--- src/rtl/fm_pkg.sv ---
// Package fm_pkg
// Shared grade encoding and the inclusive range test used by the limit
// monitor. Assumes limits are given as lowest and highest accepted counts.
package fm_pkg;

    typedef enum logic [1:0] {
        GRADE_VALID   = 2'd0,
        GRADE_FLAGGED = 2'd1,
        GRADE_INVALID = 2'd2
    } grade_e;

    // Inclusive window test on an unsigned count of up to 32 bits.
    function automatic logic outside_range(input logic [31:0] value,
                                           input logic [31:0] lo,
                                           input logic [31:0] hi);
        return (value < lo) || (value > hi);
    endfunction

endpackage

--- src/rtl/fm_edge_sync.sv ---
// Module fm_edge_sync
// Brings an asynchronous reference clock into the system domain through a
// chain of SYNC_STAGES flops and flags each rising edge for one cycle.
// Assumes the reference stays at each level for at least one system cycle.
module fm_edge_sync #(
    parameter int SYNC_STAGES = 2
) (
    input  logic clk,
    input  logic rst_n,
    input  logic async_i,
    output logic rise_o
);
    localparam int LAST = SYNC_STAGES - 1;

    logic [SYNC_STAGES-1:0] chain_q;
    logic                   prev_q;

    // Stage 0 captures the raw asynchronous level.
    always_ff @(posedge clk) begin
        if (!rst_n) chain_q[0] <= 1'b0;
        else        chain_q[0] <= async_i;
    end

    // Remaining stages settle any metastable value.
    for (genvar s = 1; s < SYNC_STAGES; s++) begin : g_stage
        always_ff @(posedge clk) begin
            if (!rst_n) chain_q[s] <= 1'b0;
            else        chain_q[s] <= chain_q[s-1];
        end
    end

    // Remember the previous synchronised level for edge detection.
    always_ff @(posedge clk) begin
        if (!rst_n) prev_q <= 1'b0;
        else        prev_q <= chain_q[LAST];
    end

    // Rising edge: new level high, previous level low.
    always_comb rise_o = chain_q[LAST] & ~prev_q;

endmodule

--- src/rtl/fm_gate_timer.sv ---
// Module fm_gate_timer
// Times the measurement window and accumulates detected edges inside it.
// win_count_o is the saturating count including the current cycle's edge
// and is meaningful in the cycle win_end_o is high. A length of 0 acts as 1.
module fm_gate_timer #(
    parameter int GATE_W = 16,
    parameter int CNT_W  = 16
) (
    input  logic              clk,
    input  logic              rst_n,
    input  logic              rise_i,
    input  logic [GATE_W-1:0] gate_len_i,
    output logic              win_end_o,
    output logic [CNT_W-1:0]  win_count_o
);
    localparam logic [CNT_W-1:0] CNT_MAX = '1;

    logic [GATE_W-1:0] gate_q;
    logic [CNT_W-1:0]  acc_q;
    logic [CNT_W-1:0]  sum;
    logic              last;

    // Window closes at the programmed length or beyond it after a shrink.
    always_comb begin
        last = (gate_len_i == '0) || (gate_q >= gate_len_i - GATE_W'(1));
    end

    // Saturating edge sum including this cycle.
    always_comb begin
        if (acc_q == CNT_MAX) sum = CNT_MAX;
        else                  sum = acc_q + CNT_W'(rise_i);
    end

    // Cycle position inside the window.
    always_ff @(posedge clk) begin
        if (!rst_n)    gate_q <= '0;
        else if (last) gate_q <= '0;
        else           gate_q <= gate_q + GATE_W'(1);
    end

    // Edge accumulator, restarted at each window close.
    always_ff @(posedge clk) begin
        if (!rst_n)    acc_q <= '0;
        else if (last) acc_q <= '0;
        else           acc_q <= sum;
    end

    assign win_end_o   = last;
    assign win_count_o = sum;

endmodule

--- src/rtl/fm_idle_watch.sv ---
// Module fm_idle_watch
// Counts consecutive system cycles without a detected edge and remembers,
// per window, whether that run ever reached the programmed limit.
// starved_o includes the current cycle and is sampled at the window close.
module fm_idle_watch #(
    parameter int IDLE_W = 16
) (
    input  logic              clk,
    input  logic              rst_n,
    input  logic              rise_i,
    input  logic              win_end_i,
    input  logic [IDLE_W-1:0] idle_limit_i,
    output logic              starved_o
);
    localparam logic [IDLE_W-1:0] IDLE_MAX = '1;

    logic [IDLE_W-1:0] idle_q;
    logic              seen_q;
    logic              hit;

    // Limit reached by the edge-free run completed so far.
    always_comb hit = (idle_q >= idle_limit_i);

    // Edge-free run length, saturating, restarted by an edge.
    always_ff @(posedge clk) begin
        if (!rst_n)                 idle_q <= '0;
        else if (rise_i)            idle_q <= '0;
        else if (idle_q != IDLE_MAX) idle_q <= idle_q + IDLE_W'(1);
    end

    // Sticky per-window record of a limit hit.
    always_ff @(posedge clk) begin
        if (!rst_n)         seen_q <= 1'b0;
        else if (win_end_i) seen_q <= 1'b0;
        else                seen_q <= seen_q | hit;
    end

    assign starved_o = seen_q | hit;

endmodule

--- src/rtl/fm_limit_grader.sv ---
// Module fm_limit_grader
// Registers the window result: compares the count with the hard and soft
// windows, merges the activity verdict and forms the three-level grade.
// Holds every output between window closes. Reset grade is invalid.
module fm_limit_grader #(
    parameter int CNT_W = 16
) (
    input  logic             clk,
    input  logic             rst_n,
    input  logic             win_end_i,
    input  logic [CNT_W-1:0] win_count_i,
    input  logic             starved_i,
    input  logic             act_en_i,
    input  logic             freq_en_i,
    input  logic [CNT_W-1:0] hard_lo_i,
    input  logic [CNT_W-1:0] hard_hi_i,
    input  logic [CNT_W-1:0] soft_lo_i,
    input  logic [CNT_W-1:0] soft_hi_i,
    output logic [CNT_W-1:0] count_o,
    output logic             valid_o,
    output logic             act_lost_o,
    output logic             hard_fail_o,
    output logic             soft_alarm_o,
    output fm_pkg::grade_e   grade_o
);
    import fm_pkg::*;

    logic   hard_out, soft_out;
    logic   act_nx, hard_nx, soft_nx;
    grade_e grade_nx;

    // Range verdicts for the closing window.
    always_comb begin
        hard_out = outside_range(32'(win_count_i), 32'(hard_lo_i), 32'(hard_hi_i));
        soft_out = outside_range(32'(win_count_i), 32'(soft_lo_i), 32'(soft_hi_i));
    end

    // Next status with enables applied and invalid over flagged.
    always_comb begin
        act_nx  = act_en_i & starved_i;
        hard_nx = freq_en_i & hard_out;
        soft_nx = freq_en_i & soft_out & ~hard_out;
        if (act_nx || hard_nx) grade_nx = GRADE_INVALID;
        else if (soft_nx)      grade_nx = GRADE_FLAGGED;
        else                   grade_nx = GRADE_VALID;
    end

    // Result strobe and count, updated only when a window closes.
    always_ff @(posedge clk) begin
        if (!rst_n) begin
            valid_o <= 1'b0;
            count_o <= '0;
        end else begin
            valid_o <= win_end_i;
            if (win_end_i) count_o <= win_count_i;
        end
    end

    // Status registers, updated only when a window closes.
    always_ff @(posedge clk) begin
        if (!rst_n) begin
            act_lost_o   <= 1'b1;
            hard_fail_o  <= 1'b0;
            soft_alarm_o <= 1'b0;
            grade_o      <= GRADE_INVALID;
        end else if (win_end_i) begin
            act_lost_o   <= act_nx;
            hard_fail_o  <= hard_nx;
            soft_alarm_o <= soft_nx;
            grade_o      <= grade_nx;
        end
    end

endmodule

--- src/rtl/freq_limit_monitor.sv ---
// Module freq_limit_monitor
// Top of the reference clock limit monitor: synchroniser, gate timer, idle
// watch and grader. Assumes ref_clk_i toggles at most once per system cycle
// and that the idle and gate widths cover the slowest monitored reference.
module freq_limit_monitor #(
    parameter int CNT_W       = 16,
    parameter int GATE_W      = 16,
    parameter int IDLE_W      = 16,
    parameter int SYNC_STAGES = 2
) (
    input  logic              clk,
    input  logic              rst_n,
    input  logic              ref_clk_i,
    input  logic              cfg_act_en,
    input  logic              cfg_freq_en,
    input  logic [GATE_W-1:0] cfg_gate_len,
    input  logic [IDLE_W-1:0] cfg_idle_limit,
    input  logic [CNT_W-1:0]  cfg_hard_lo,
    input  logic [CNT_W-1:0]  cfg_hard_hi,
    input  logic [CNT_W-1:0]  cfg_soft_lo,
    input  logic [CNT_W-1:0]  cfg_soft_hi,
    output logic [CNT_W-1:0]  meas_count_o,
    output logic              meas_valid_o,
    output logic              act_lost_o,
    output logic              hard_fail_o,
    output logic              soft_alarm_o,
    output logic [1:0]        grade_o,
    output logic              ref_usable_o
);
    import fm_pkg::*;

    logic             rise;
    logic             win_end;
    logic [CNT_W-1:0] win_count;
    logic             starved;
    grade_e           grade;

    fm_edge_sync #(.SYNC_STAGES(SYNC_STAGES)) sync_i (
        .clk     (clk),
        .rst_n   (rst_n),
        .async_i (ref_clk_i),
        .rise_o  (rise)
    );

    fm_gate_timer #(.GATE_W(GATE_W), .CNT_W(CNT_W)) gate_i (
        .clk         (clk),
        .rst_n       (rst_n),
        .rise_i      (rise),
        .gate_len_i  (cfg_gate_len),
        .win_end_o   (win_end),
        .win_count_o (win_count)
    );

    fm_idle_watch #(.IDLE_W(IDLE_W)) idle_i (
        .clk          (clk),
        .rst_n        (rst_n),
        .rise_i       (rise),
        .win_end_i    (win_end),
        .idle_limit_i (cfg_idle_limit),
        .starved_o    (starved)
    );

    fm_limit_grader #(.CNT_W(CNT_W)) grade_i (
        .clk          (clk),
        .rst_n        (rst_n),
        .win_end_i    (win_end),
        .win_count_i  (win_count),
        .starved_i    (starved),
        .act_en_i     (cfg_act_en),
        .freq_en_i    (cfg_freq_en),
        .hard_lo_i    (cfg_hard_lo),
        .hard_hi_i    (cfg_hard_hi),
        .soft_lo_i    (cfg_soft_lo),
        .soft_hi_i    (cfg_soft_hi),
        .count_o      (meas_count_o),
        .valid_o      (meas_valid_o),
        .act_lost_o   (act_lost_o),
        .hard_fail_o  (hard_fail_o),
        .soft_alarm_o (soft_alarm_o),
        .grade_o      (grade)
    );

    // Export the grade code and the usable flag derived from it.
    always_comb begin
        grade_o      = grade;
        ref_usable_o = (grade != GRADE_INVALID);
    end

endmodule

--- config.mk ---
export PLATFORM = sky130hd
export DESIGN_NAME = freq_limit_monitor
export DESIGN_NICKNAME = d
export VERILOG_FILES = /design/src/rtl/fm_pkg.sv /design/src/rtl/fm_edge_sync.sv /design/src/rtl/fm_gate_timer.sv /design/src/rtl/fm_idle_watch.sv /design/src/rtl/fm_limit_grader.sv /design/src/rtl/freq_limit_monitor.sv
export SDC_FILE = /design/constraint.sdc
export NUM_CORES = 1
export LEC_CHECK = 0
export BUFFER_PORTS_ARGS = -buffer_cell sky130_fd_sc_hd__buf_2
export CORE_MARGIN = 4
export CORE_UTILIZATION = 55
export DETAILED_ROUTE_END_ITERATION = 8
export PLACE_DENSITY = 0.81
export SLEW_MARGIN = 20
export SYNTH_ARGS = -nofsm -noshare
export SYNTH_HDL_FRONTEND = slang
export SYNTH_SLANG_ARGS = --single-unit
--- constraint.sdc ---
create_clock -name clk -period 8.05 [get_ports clk]
set_input_delay 0 -clock clk [delete_from_list [all_inputs] [get_ports clk]]
set_output_delay 0 -clock clk [all_outputs]
set_load 0.02 [all_outputs]
Word level (Yosys, flattened, before mapping)
Index checks and enable logic that the tools add are counted.
Widths: inputs -> output; s select.
{ "word_totals": {"regBits": 74, "output_inout_bits": 23, "wordCells": 45} }
{ "classes": {"n_addsub": 4, "n_lt_le_gt_ge": 6, "eq_ne": 3, "n_mux": 3, "bitwise_logic": 9, "reduce_logical": 7} }
{ "ops": {"columns": ["cell", "n"], "rows": [
  ["$add 16x1->16 const B", 2],
  ["$ge 16x16->1", 2],
  ["$gt 16x16->1", 2],
  ["$lt 16x16->1", 2],
  ["$add 16x1->16", 1],
  ["$eq 16x16->1 const B", 1],
  ["$logic_not 16->1", 1],
  ["$mux 16", 1],
  ["$ne 16x16->1 const B", 1],
  ["$sub 16x1->16 const B", 1],
  ["$and 1x1->1", 5],
  ["$logic_or 1x1->1", 4],
  ["$reduce_or 2->1", 2],
  ["$not 1->1", 3],
  ["$mux 2", 1],
  ["$ne 2x2->1 const B", 1],
  ["$mux 1", 1],
  ["$or 1x1->1", 1]
]} }

Longest topological paths before layout
Gate-level depths: netlist (run 1).
{ "depth": {"ltp_word": 10, "mapped_depth": 17, "depth_no_buf": 16} }

Hierarchy
Synthesis (run 1) repeated with hierarchy kept, for this count alone.
{ "hier_totals": {"hier_cells": 707, "hier_area_um2": 5874.4} }
{ "by_module_without_submodules": {"columns": ["mod", "n_inst", "cells_per_inst", "area_each_um2"], "rows": [
  ["fm_limit_grader", 1, 293, 2361.0],
  ["fm_gate_timer", 1, 252, 2170.8],
  ["fm_idle_watch", 1, 154, 1243.7],
  ["fm_edge_sync", 1, 7, 92.6],
  ["freq_limit_monitor", 1, 1, 6.3]
]} }

Worst setup path before layout (run 1)
No wires, ideal clock.
{ "synth_path": {"path_type": "reg-to-reg", "start": "reg sync_i.chain_q[1]", "end": "reg grade_i.grade_o[0]", "setup_time_ps": 92, "t_arrival_ps": 3101, "required_ps": 7958, "setup_slack_ps": 4856, "path_stages_with_launch": 17, "path_buffers": 0, "period_less_slack_ps": 3194, "path_cell_list": "dfxtp_1 > nor2b_1 > ha_1 > ha_1 > nand3_1 > nor2_1 > nand4_1 > xor2_1 > nand2_1 > ha_1 > a211o_1 > a21oi_1 > o211ai_1 > a221o_1 > a32oi_1 > o21ai_0 > o32ai_1"} }
{ "synth_between": {"elab_chain_len": 9, "word_cells_on_any_way": 16} }
{ "synth_lines": {"columns": ["item", "line_no", "source"], "rows": [
  ["start, declared", "fm_edge_sync.sv:15", "logic [SYNC_STAGES-1:0] chain_q;"],
  ["start signal, assigned by index", "fm_edge_sync.sv:28", "else chain_q[s] <= chain_q[s-1];"],
  ["$and 1x1->1 *", "fm_edge_sync.sv:39", "always_comb rise_o = chain_q[LAST] & ~prev_q;"],
  ["$add 16x1->16 *", "fm_gate_timer.sv:31", "else sum = acc_q + CNT_W'(rise_i);"],
  ["$mux 16 *", "fm_gate_timer.sv:30", "if (acc_q == CNT_MAX) sum = CNT_MAX;"],
  ["net gate_i.win_count_o[14]", "fm_gate_timer.sv:14", "output logic [CNT_W-1:0] win_count_o"],
  ["$lt 16x16->1 / $gt 16x16->1 (equally long branches)", "fm_pkg.sv:16", "return (value < lo) || (value > hi);"],
  ["$logic_or 1x1->1", "fm_pkg.sv:16", null],
  ["$and 1x1->1 / $not 1->1 (equally long branches)", "fm_limit_grader.sv:42", "soft_nx = freq_en_i & soft_out & ~hard_out;"],
  ["$and 1x1->1", "fm_limit_grader.sv:42", null],
  ["$mux 1", "fm_limit_grader.sv:44", "else if (soft_nx) grade_nx = GRADE_FLAGGED;"],
  ["$mux 2 *", "fm_limit_grader.sv:43", "if (act_nx || hard_nx) grade_nx = GRADE_INVALID;"],
  ["end signal, assigned", "fm_limit_grader.sv:70", "grade_o <= grade_nx;"],
  ["end, declared", "fm_limit_grader.sv:24", "output fm_pkg::grade_e grade_o"]
]} }
Mark *: on every way through the listed nets, which the timed path passes. The rest lies on a longest branch.
A chain may end at the register's enable or synchronous reset.

Final worst setup path (run 1)
Ends and elaborated chain as after synthesis.

==> results of run 1 <==
-- kinds of logic (layout without fill, tap and decap cells) --
| kind of cell | after synthesis | after routing | share of synthesized area, % |
|---|---|---|---|
| xor gates and xnor gates | 48 | 48 | 7.49 |
| muxes | 3 | 3 | 0.535 |
| and+or+nand+nor | 232 | 232 | 20.0 |
| buffers and inverters | 110 | 242 | 7.89 |
| adders and majority gates | 99 | 99 | 22.1 |
| AOI/OAI and AO/OA | 126 | 126 | 15.6 |
| DFF | 74 | 74 | 26.4 |
-- power by group through the flow --
| stage | clock network [mW] | registers [mW] | logic, mW |
|---|---|---|---|
| 6_report | 0.287 | 0.374 | 0.0972 |
| 5_1_grt | 0.307 | 0.374 | 0.112 |
| 4_1_cts | 0.291 | 0.374 | 0.0977 |
| 3_5_place_dp | 0 | 0.382 | 0.0951 |
| 3_3_place_gp | 0 | 0.382 | 0.0887 |
| 2_1_floorplan | 0 | 0.381 | 0.0553 |
-- synthesized netlist by cell type (3+ instances only) --
master                       n  area share (%)
sky130_fd_sc_hd__o211ai_1    6            0.80
sky130_fd_sc_hd__buf_6       4            0.80
sky130_fd_sc_hd__or3_1       4            0.45
sky130_fd_sc_hd__a211oi_1    4            0.53
sky130_fd_sc_hd__xnor2_1    24             3.7
sky130_fd_sc_hd__a21o_1      8             1.1
sky130_fd_sc_hd__nor2b_1     5            0.56
sky130_fd_sc_hd__ha_1       99              22
sky130_fd_sc_hd__nand2b_1    6            0.67
sky130_fd_sc_hd__inv_1      93             6.2
sky130_fd_sc_hd__and4_1      6            0.94
sky130_fd_sc_hd__clkbuf_1   11            0.74
sky130_fd_sc_hd__nor3_1     13             1.2
sky130_fd_sc_hd__a311oi_1   13             2.0
sky130_fd_sc_hd__mux2i_1     3            0.53
sky130_fd_sc_hd__nor4_1      9             1.0
sky130_fd_sc_hd__o21ai_0    18             1.6
sky130_fd_sc_hd__xor2_1     24             3.7
sky130_fd_sc_hd__dfxtp_1    74              26
sky130_fd_sc_hd__a21oi_2    14             2.2
sky130_fd_sc_hd__and2_1      6            0.67
sky130_fd_sc_hd__nand4_1    24             2.7
sky130_fd_sc_hd__nand2_1    51             3.4
sky130_fd_sc_hd__a2111oi_0   4            0.62
sky130_fd_sc_hd__a21oi_1    35             3.1
sky130_fd_sc_hd__and3_1      8            0.89
sky130_fd_sc_hd__nor2_1     69             4.6
sky130_fd_sc_hd__nand3_1    26             2.3
-- per-stage QoR --
| stage | power (mW) | hold WS, ns | utilization, % | area (um2) | setup slack, ns |
|---|---|---|---|---|---|
| finish | 0.758 | 0.204 | 66.8 | 6590 | 3.98 |
| global route | 0.793 | 0.251 | 66.8 | 6590 | 3.51 |
| CTS | 0.762 | 0.203 | 66.8 | 6590 | 3.99 |
| detailed placement | 0.477 | 0.229 | 64.2 | 6330 | 3.92 |
| global placement | 0.471 | 0.235 | 64.2 | 6330 | 4.10 |
| floorplan | 0.436 | 0.127 | - | 5620 | 4.86 |
-- final cells by class --
type | count | area (um2) | area share [%]
flip-flops and latches | 74 | 1480 | 22.5
multi-input cells | 508 | 3690 | 56.0
inverters | 94 | 353 | 5.36
clock inverters | 2 | 35.0 | 0.532
repair buffers | 132 | 698 | 10.6
clock buffers | 14 | 163 | 2.47
well taps | 133 | 166 | 2.53
-- path summary, 6_finish.rpt --
check | startpoint | to | slack (ns)
setup / recovery | sync_i.chain_q[1]$_SDFF_PN0_ | grade_i.grade_o[0]$_SDFFE_PN0P_ | 3.98
hold / removal | cfg_gate_len[15] | grade_i.hard_fail_o$_SDFFE_PN0P_ | 0.20
setup reg to reg | sync_i.chain_q[1]$_SDFF_PN0_ | grade_i.grade_o[0]$_SDFFE_PN0P_ | 3.98
hold reg to reg | sync_i.chain_q[0]$_SDFF_PN0_ | sync_i.chain_q[1]$_SDFF_PN0_ | 0.45
-- worst min-delay path: cells and delay by family --
kind	cells	cell delay (ns)
buffers and inverters	2	0.18
AOI/OAI and AO/OA	3	0.32
-- routing by layer --
| layer | global-route usage [%] | wire length [um] | vias to the layer above |
|---|---|---|---|
| met5 | 0 | 0 | - |
| met4 | 8.66 | 405 | 0 |
| met3 | 5.45 | 672 | 35 |
| met2 | 43.7 | 7140 | 140 |
| met1 | 28.6 | 5880 | 2466 |
| li1 | - | - | 2685 |
-- layout by cell type (no fill, tap or decap), types with 3 or more instances in the layout --
| master | n |
|---|---|
| sky130_fd_sc_hd__buf_4 | 3 |
| sky130_fd_sc_hd__inv_1 | 93 |
| sky130_fd_sc_hd__a211oi_1 | 4 |
| sky130_fd_sc_hd__o21ai_0 | 18 |
| sky130_fd_sc_hd__nand3_1 | 26 |
| sky130_fd_sc_hd__a21oi_1 | 35 |
| sky130_fd_sc_hd__dlygate4sd3_1 | 6 |
| sky130_fd_sc_hd__nor3_1 | 13 |
| sky130_fd_sc_hd__xor2_1 | 24 |
| sky130_fd_sc_hd__nand4_1 | 24 |
| sky130_fd_sc_hd__clkbuf_1 | 3 |
| sky130_fd_sc_hd__and4_1 | 6 |
| sky130_fd_sc_hd__mux2i_1 | 3 |
| sky130_fd_sc_hd__o211ai_1 | 6 |
| sky130_fd_sc_hd__a21o_1 | 8 |
| sky130_fd_sc_hd__nand2b_1 | 6 |
| sky130_fd_sc_hd__clkbuf_8 | 11 |
| sky130_fd_sc_hd__or3_1 | 4 |
| sky130_fd_sc_hd__nor2b_1 | 5 |
| sky130_fd_sc_hd__and3_1 | 8 |
| sky130_fd_sc_hd__a2111oi_0 | 4 |
| sky130_fd_sc_hd__ha_1 | 99 |
| sky130_fd_sc_hd__nor4_1 | 9 |
| sky130_fd_sc_hd__and2_1 | 6 |
| sky130_fd_sc_hd__nor2_1 | 69 |
| sky130_fd_sc_hd__nand2_1 | 51 |
| sky130_fd_sc_hd__dfxtp_1 | 74 |
| sky130_fd_sc_hd__buf_2 | 123 |
| sky130_fd_sc_hd__xnor2_1 | 24 |
| sky130_fd_sc_hd__a311oi_1 | 13 |
| sky130_fd_sc_hd__a21oi_2 | 14 |
-- registers in the layout, summed over array words and instances, names as in the netlist, 2 cells and up --
name and cells:
gate_i.acc_q 16, gate_i.gate_q 16, grade_i.count_o 16, idle_i.idle_q 16
grade_i.grade_o 2, sync_i.chain_q 2
-- what timing repair did --
item	in CTS	in global routing
hold endpoints to repair	9	0
endpoints found under the setup margin	0	0
hold buffers	6	0
==> summary.md, run 1 <==
| Metric | Value |
|---|---|
| Result of the run | `complete, no violations` |
| WP depth | `15` |
| Internal power consumption | `0.576 mW` |
| Slew at the pin with the worst max-slew slack | `between 0.9 and 1 ns` |
| Antenna violations before repair | `0` |
| Final instance count without filler cells | `957` |
| Max_slew headroom | `37.6%` |
| Number of detailed-routing iterations run before antenna repair | `5` |
| Hold-critical path depth | `5` |
| Static leakage | `3.39 nW` |
| Per-cell via count in the routed design | `5.57` |
| Vias after detailed routing | `5326` |
| Final antenna diode count | `0` |
| Iteration-0 DRC Markers | `272` |
| Primary flip-flop cell chosen by synthesis mapping | `sky130_fd_sc_hd__dfxtp_1` |
| Initial Utilization | `between 50 and 60%` |
| Async set or reset register ratio after synthesis | `0%` |
| Clock period minus worst slack | `roughly 4 ns` |
| Synthesis-to-layout area growth | `17.3%` |
| Combinational group share of total power | `12.8%` |
| Total standard cell area after synthesis | `5620 um2` |
| Boundary Pins | `around 120` |
| Sum of negative setup slack | `0 ns` |
| Relative contribution of the clock network to total power | `37.9%` |
| Setup repair after global routing missed its margin | `false` |
| Max Clock Skew | `0.0107 ns` |
| Number of placement rows | `36` |
| Final count of hold timing violations | `0` |
| Number of gates given a new drive strength after cts | `0` |
| Max-Cap Viols | `0` |
| Net count of the finished layout | `between 1000 and 1500` |
| Aggregate global-route resource usage | `about a quarter` |
| Number of cells in the design after placement | `935` |
| Synthesized area per cell | `around 8.1 um2` |
| Die extent in x | `roughly 110 um` |
| Remaining global-route overflow | `0` |
| Part of the cycle the worst path needs | `50.6%` |
| Post-Synthesis Net Count | `892` |
| HP Class | `input pin to flip-flop` |
| Worst setup EP type | `flip-flop` |
| CTS tree | `built` |
| Cell class contributing the biggest share of worst-path delay | `simple AND/OR/NAND/NOR gates` |
| Sw power | `0.183 mW` |
| Clk slew on worst S/H paths | `0.07 ns` |
| Fraction of power spent switching nets | `24.1%` |
| Pwr/cell area | `about 120 nW/um2` |
| Number of buffers added for setup after CTS | `0` |
| Core area | `around 10000 um2` |
| EDFF count, synth | `0` |
| IO Port Bufs | `123` |
| Worst EP required | `8.30 ns` |
| Data arrival time of the worst path | `approximately 4.3 ns` |
| H-tree depth | `3` |
| Part of the power in registers | `49.3%` |
| Number of global-route vias before repair | `approximately 5400` |
| Number of distinct library cells after synthesis | `53` |
| Detailed Route WL | `14100 um` |
| RePlAce Congestion | `between 0.9 and 1` |
| Post-synthesis sequential element count | `74` |
| CP peak stage delay | `0.44 ns` |
| Clock buffer count from CTS | `9` |
| Crit Path Max Fanout | `4` |
| Proportion of synthesized chip area in sequential cells | `roughly a quarter` |
| Peak supply drop | `0.129 mV` |
| Critical path's most frequent cell | `sky130_fd_sc_hd__ha_1` |
| Remaining antenna violation count | `0` |
| Critical path class | `flip-flop to flip-flop` |
| Cells along the critical path | `nor2b_1 -> ha_1 -> ha_1 -> nand3_1 -> nor2_1 -> nand2_1 -> xor2_1 -> nand2_1 -> ha_1 -> nand4_1 -> nor4_1 -> nand4_1 -> a32oi_1 -> o21ai_0 -> o32ai_1` |
| Clk sink count | `74` |
| Wire length of the first global-routing pass | `~23000 um` |
| WL/cell | `14.7 um` |
| Buffer cell driving the clock tree root | `sky130_fd_sc_hd__clkbuf_8` |
| Fill cell total of the finished layout | `807` |
| Master of the slowest instance on the critical path | `sky130_fd_sc_hd__nor4_1` |
| Share of post-route cells with drive strength above 1 | `18.8%` |
| Die Footprint | `~12000 um2` |
| Number of warnings issued by yosys | `0` |
| Cells after Synth | `692` |
| Die height | `109 um` |
| Clock network latency to the later pin of the worst-skew pair | `0.35 ns` |
| Fmax | `245 MHz` |
| Logic depth of the worst register-to-register path | `15` |
| HPWL reported at the end of detailed placement | `approximately 12000 um` |
| Crit path launch type | `flip-flop` |
| Count of unresolved DRC violations after routing | `0` |
| Max-slew violations | `0` |
| Pin count of the biggest net entering global routing | `38` |
| Number of buffers on the longest clock path | `2` |
| Setup-failing EPs final | `0` |
| Buffering stage count on the worst path with inverters included | `0` |
(Power assumes the default switching activity.)
==> run 2, diff against run 1 <==
--- a/config.mk
+++ b/config.mk
@@ -7,9 +7,9 @@
 export LEC_CHECK = 0
 export BUFFER_PORTS_ARGS = -buffer_cell sky130_fd_sc_hd__buf_2
 export CORE_MARGIN = 4
-export CORE_UTILIZATION = 55
+export CORE_UTILIZATION = 50
 export DETAILED_ROUTE_END_ITERATION = 8
-export PLACE_DENSITY = 0.81
+export PLACE_DENSITY = 0.77
 export SLEW_MARGIN = 20
 export SYNTH_ARGS = -nofsm -noshare
 export SYNTH_HDL_FRONTEND = slang
==> constraint.sdc (replaced) <==
create_clock -name clk -period 3.6 [get_ports clk]
set_input_delay 0 -clock clk [delete_from_list [all_inputs] [get_ports clk]]
set_output_delay 0 -clock clk [all_outputs]
set_load 0.02 [all_outputs]
==> summary.md, run 2 (synthesis gave the netlist of run 1 again) <==
| Metric | Value |
|---|---|
| RePlAce Congestion | `0.919 (-4.5%)` |
| Clock period minus worst slack | `3.36 ns (-0.717 ns)` |
| Crit path launch type | `flip-flop` |
| WL/cell | `14.7 um (-0.26%)` |
| Fmax | `298 MHz (+21%)` |
| Count of unresolved DRC violations after routing | `0 (unchanged)` |
| Max_slew headroom | `57.7% (+20 points)` |
| Hold-critical path depth | `5 (unchanged)` |
| Max-slew violations | `0 (unchanged)` |
| Hold EP | `grade_i.grade_o[0]$_SDFFE_PN0P_` |
| Core area | `10900 um2 (+11%)` |
| CTS tree | `built` |
| Peak supply drop | `0.295 mV (+130%)` |
| Initial Utilization | `51.4% (-5.6 points)` |
| Die height | `114 um (+4.5%)` |
| Setup repair after global routing missed its margin | `false` |
| Die Footprint | `13000 um2 (+9.2%)` |
| Wire length of the first global-routing pass | `23800 um (+2.0%)` |
| HP Class | `input pin to flip-flop` |
| Most frequent cells in the layout | `sky130_fd_sc_hd__buf_2 (123), sky130_fd_sc_hd__ha_1 (97), sky130_fd_sc_hd__inv_1 (93)` |
| Fill cell total of the finished layout | `963 (+19%)` |
| Most Used Layer, Global Route | `met2` |
| Combinational group share of total power | `10.5% (-2.3 points)` |
| Buffer cell driving the clock tree root | `sky130_fd_sc_hd__clkbuf_16` |
| Aggregate global-route resource usage | `22.3% (-2.2 points)` |
| Relative contribution of the clock network to total power | `49.5% (+12 points)` |
| Per-cell via count in the routed design | `5.42 (-2.6%)` |
| Number of global-route vias before repair | `5400 (+0.82%)` |
| Worst setup EP type | `flip-flop` |
| Boundary Pins | `124 (unchanged)` |
| Area taken by multi-input logic gates | `3760 um2 (+1.9%)` |
| Sw power | `0.482 mW (+160%)` |
| Met3 Use GR | `3.61% (-1.8 points)` |
| Part of the cycle the worst path needs | `93.3% (+43 points)` |
| H-tree depth | `3 (unchanged)` |
| Synthesis-to-layout area growth | `23.2%` |
| Clock network latency to the later pin of the worst-skew pair | `0.33 ns (-0.02 ns)` |
| Remaining antenna violation count | `0 (unchanged)` |
| Data arrival time of the worst path | `3.59 ns (-0.73 ns)` |
| Internal power consumption | `1.61 mW (+180%)` |
| Footprint of the flip-flops and latches | `1480 um2 (unchanged)` |
| Most common cell after layout, fill and taps aside | `sky130_fd_sc_hd__buf_2` |
| Static leakage | `3.52 nW (+3.8%)` |
| Setup slack on the worst flop-to-flop path | `0.24 ns (-3.73 ns)` |
| Clk slew on worst S/H paths | `0.06 ns (about the same)` |
| Vias after detailed routing | `5302 (-0.45%)` |
| Final antenna diode count | `0 (unchanged)` |
| Total power after layout | `2.09 mW (+180%)` |
| HPWL reported at the end of detailed placement | `11800 um (+2.0%)` |
| Global-route track usage on met1 | `26.2% (-2.5 points)` |
| Global Route met2 Usage | `40.6% (-3.1 points)` |
| Logic depth of the worst register-to-register path | `16 (+1)` |
| Final count of hold timing violations | `0 (unchanged)` |
| Fraction of power spent switching nets | `23.0% (-1.1 points)` |
| Number of buffers on the longest clock path | `2 (unchanged)` |
| Share of post-route cells with drive strength above 1 | `22.4% (+3.6 points)` |
| Critical path class | `flip-flop to flip-flop` |
| Worst EP required | `3.83 ns (-4.47 ns)` |
| Max-Cap Viols | `0 (unchanged)` |
| Clock buffer count from CTS | `9 (unchanged)` |
| Clk sink count | `74 (unchanged)` |
| Result of the run | `complete, no violations` |
| Number of placement rows | `38 (+5.6%)` |
| Hold Crit Start | `cfg_soft_lo[0]` |
| Slew at the pin with the worst max-slew slack | `0.629 ns (-0.297 ns)` |
| Remaining global-route overflow | `0 (unchanged)` |
| Pin count of the biggest net entering global routing | `29 (-24%)` |
| Antenna violations before repair | `0 (unchanged)` |
| Iteration-0 DRC Markers | `217 (-20%)` |
| Net count of the finished layout | `1033 (+1.4%)` |
| Pwr/cell area | `303 nW/um2 (+160%)` |
| Final instance count without filler cells | `978 (+2.2%)` |
| Max Clock Skew | `0.00860 ns (-0.00214 ns)` |
| Worst flop-to-flop path startpoint | `sync_i.chain_q[1]$_SDFF_PN0_` |
| Endpoint of the lowest-slack register-to-register path | `grade_i.grade_o[0]$_SDFFE_PN0P_` |
| IO Port Bufs | `123 (unchanged)` |
| Part of the power in registers | `40.0% (-9.3 points)` |
| Setup-failing EPs final | `0 (unchanged)` |
| Crit Path Max Fanout | `5 (+1)` |
| Number of cells in the design after placement | `956 (+2.2%)` |
| Die extent in x | `114 um (+4.5%)` |
| Number of detailed-routing iterations run before antenna repair | `4 (-1)` |
| Detailed Route WL | `14400 um (+1.9%)` |
run 2: power groups by stage:
stage	combinational, mW	clock, mW	sequential [mW]
finish	0.221	1.04	0.837
global route	0.254	1.09	0.838
CTS	0.221	1.05	0.837
floorplan	0.124	0	0.852
detailed placement	0.215	0	0.855
global placement	0.203	0	0.854
run 2: worst max-delay path by stage:
stage | from | end | cells after the start
after floorplan | sync_i.chain_q[1]$_SDFF_PN0_ | grade_i.grade_o[0]$_SDFFE_PN0P_ | 16
after global placement | sync_i.chain_q[1]$_SDFF_PN0_ | grade_i.grade_o[0]$_SDFFE_PN0P_ | 15
after detailed placement | sync_i.chain_q[1]$_SDFF_PN0_ | grade_i.grade_o[0]$_SDFFE_PN0P_ | 16
after CTS | sync_i.chain_q[1]$_SDFF_PN0_ | grade_i.grade_o[0]$_SDFFE_PN0P_ | 14
after global routing | sync_i.chain_q[1]$_SDFF_PN0_ | grade_i.grade_o[0]$_SDFFE_PN0P_ | 16
final | sync_i.chain_q[1]$_SDFF_PN0_ | grade_i.grade_o[0]$_SDFFE_PN0P_ | 16
run 2: worst max-delay path, cell delays in order (launching register included):
cell and delay [ns]:
sky130_fd_sc_hd__dfxtp_1 0.32, sky130_fd_sc_hd__nor2b_2 0.16, sky130_fd_sc_hd__ha_2 0.22, sky130_fd_sc_hd__nand4_1 0.21, sky130_fd_sc_hd__nor2_4 0.20, sky130_fd_sc_hd__nand3_1 0.11, sky130_fd_sc_hd__xor2_1 0.23, sky130_fd_sc_hd__nand2_1 0.14
sky130_fd_sc_hd__buf_4 0.18, sky130_fd_sc_hd__ha_1 0.28, sky130_fd_sc_hd__nand4_1 0.13, sky130_fd_sc_hd__nor2_1 0.06, sky130_fd_sc_hd__a221oi_1 0.24, sky130_fd_sc_hd__o21ai_0 0.14, sky130_fd_sc_hd__a21oi_1 0.26, sky130_fd_sc_hd__o21ai_2 0.11
sky130_fd_sc_hd__o32ai_1 0.26
run 2: area by class of cell:
cell class | count | area share, %
inverter | 94 | 5.10
clock inverter | 7 | 1.79
sequential | 74 | 21.4
multi-input combinational | 508 | 54.4
clock buffer | 9 | 3.26
tap | 140 | 2.53
timing repair buffer | 146 | 11.5
run 2: stage by stage:
step / setup TNS, ns / setup WS [ns] / util (%) / hold slack, ns / instance area, um2
after floorplan: 0 / 0.406 / - / 0.127 / 5620
after global placement: 0 / 0.106 / 58.9 / 0.265 / 6440
after detailed placement: -0.00479 / -0.00479 / 58.9 / 0.271 / 6440
after CTS: 0 / 0.0131 / 62.6 / 0.230 / 6840
after global routing: 0 / 0.0114 / 63.3 / 0.252 / 6920
final: 0 / 0.242 / 63.3 / 0.235 / 6920
run 2: what timing repair did:
item                                    4_1_cts  5_1_grt
gates resized for setup                       2       16
endpoints found under the setup margin        1        4
hold buffers                                  4        0
buffers inserted                              0        2
pin swaps                                     0        6
endpoints found under the hold margin         6        0
run 2: per-layer routing:
layer | vias up | share of wire [%] | wire, um
li1 | 2717 | - | -
met1 | 2434 | 41 | 5960
met2 | 114 | 51 | 7370
met3 | 37 | 4.5 | 640
met4 | 0 | 2.8 | 401
met5 | - | 0 | 0
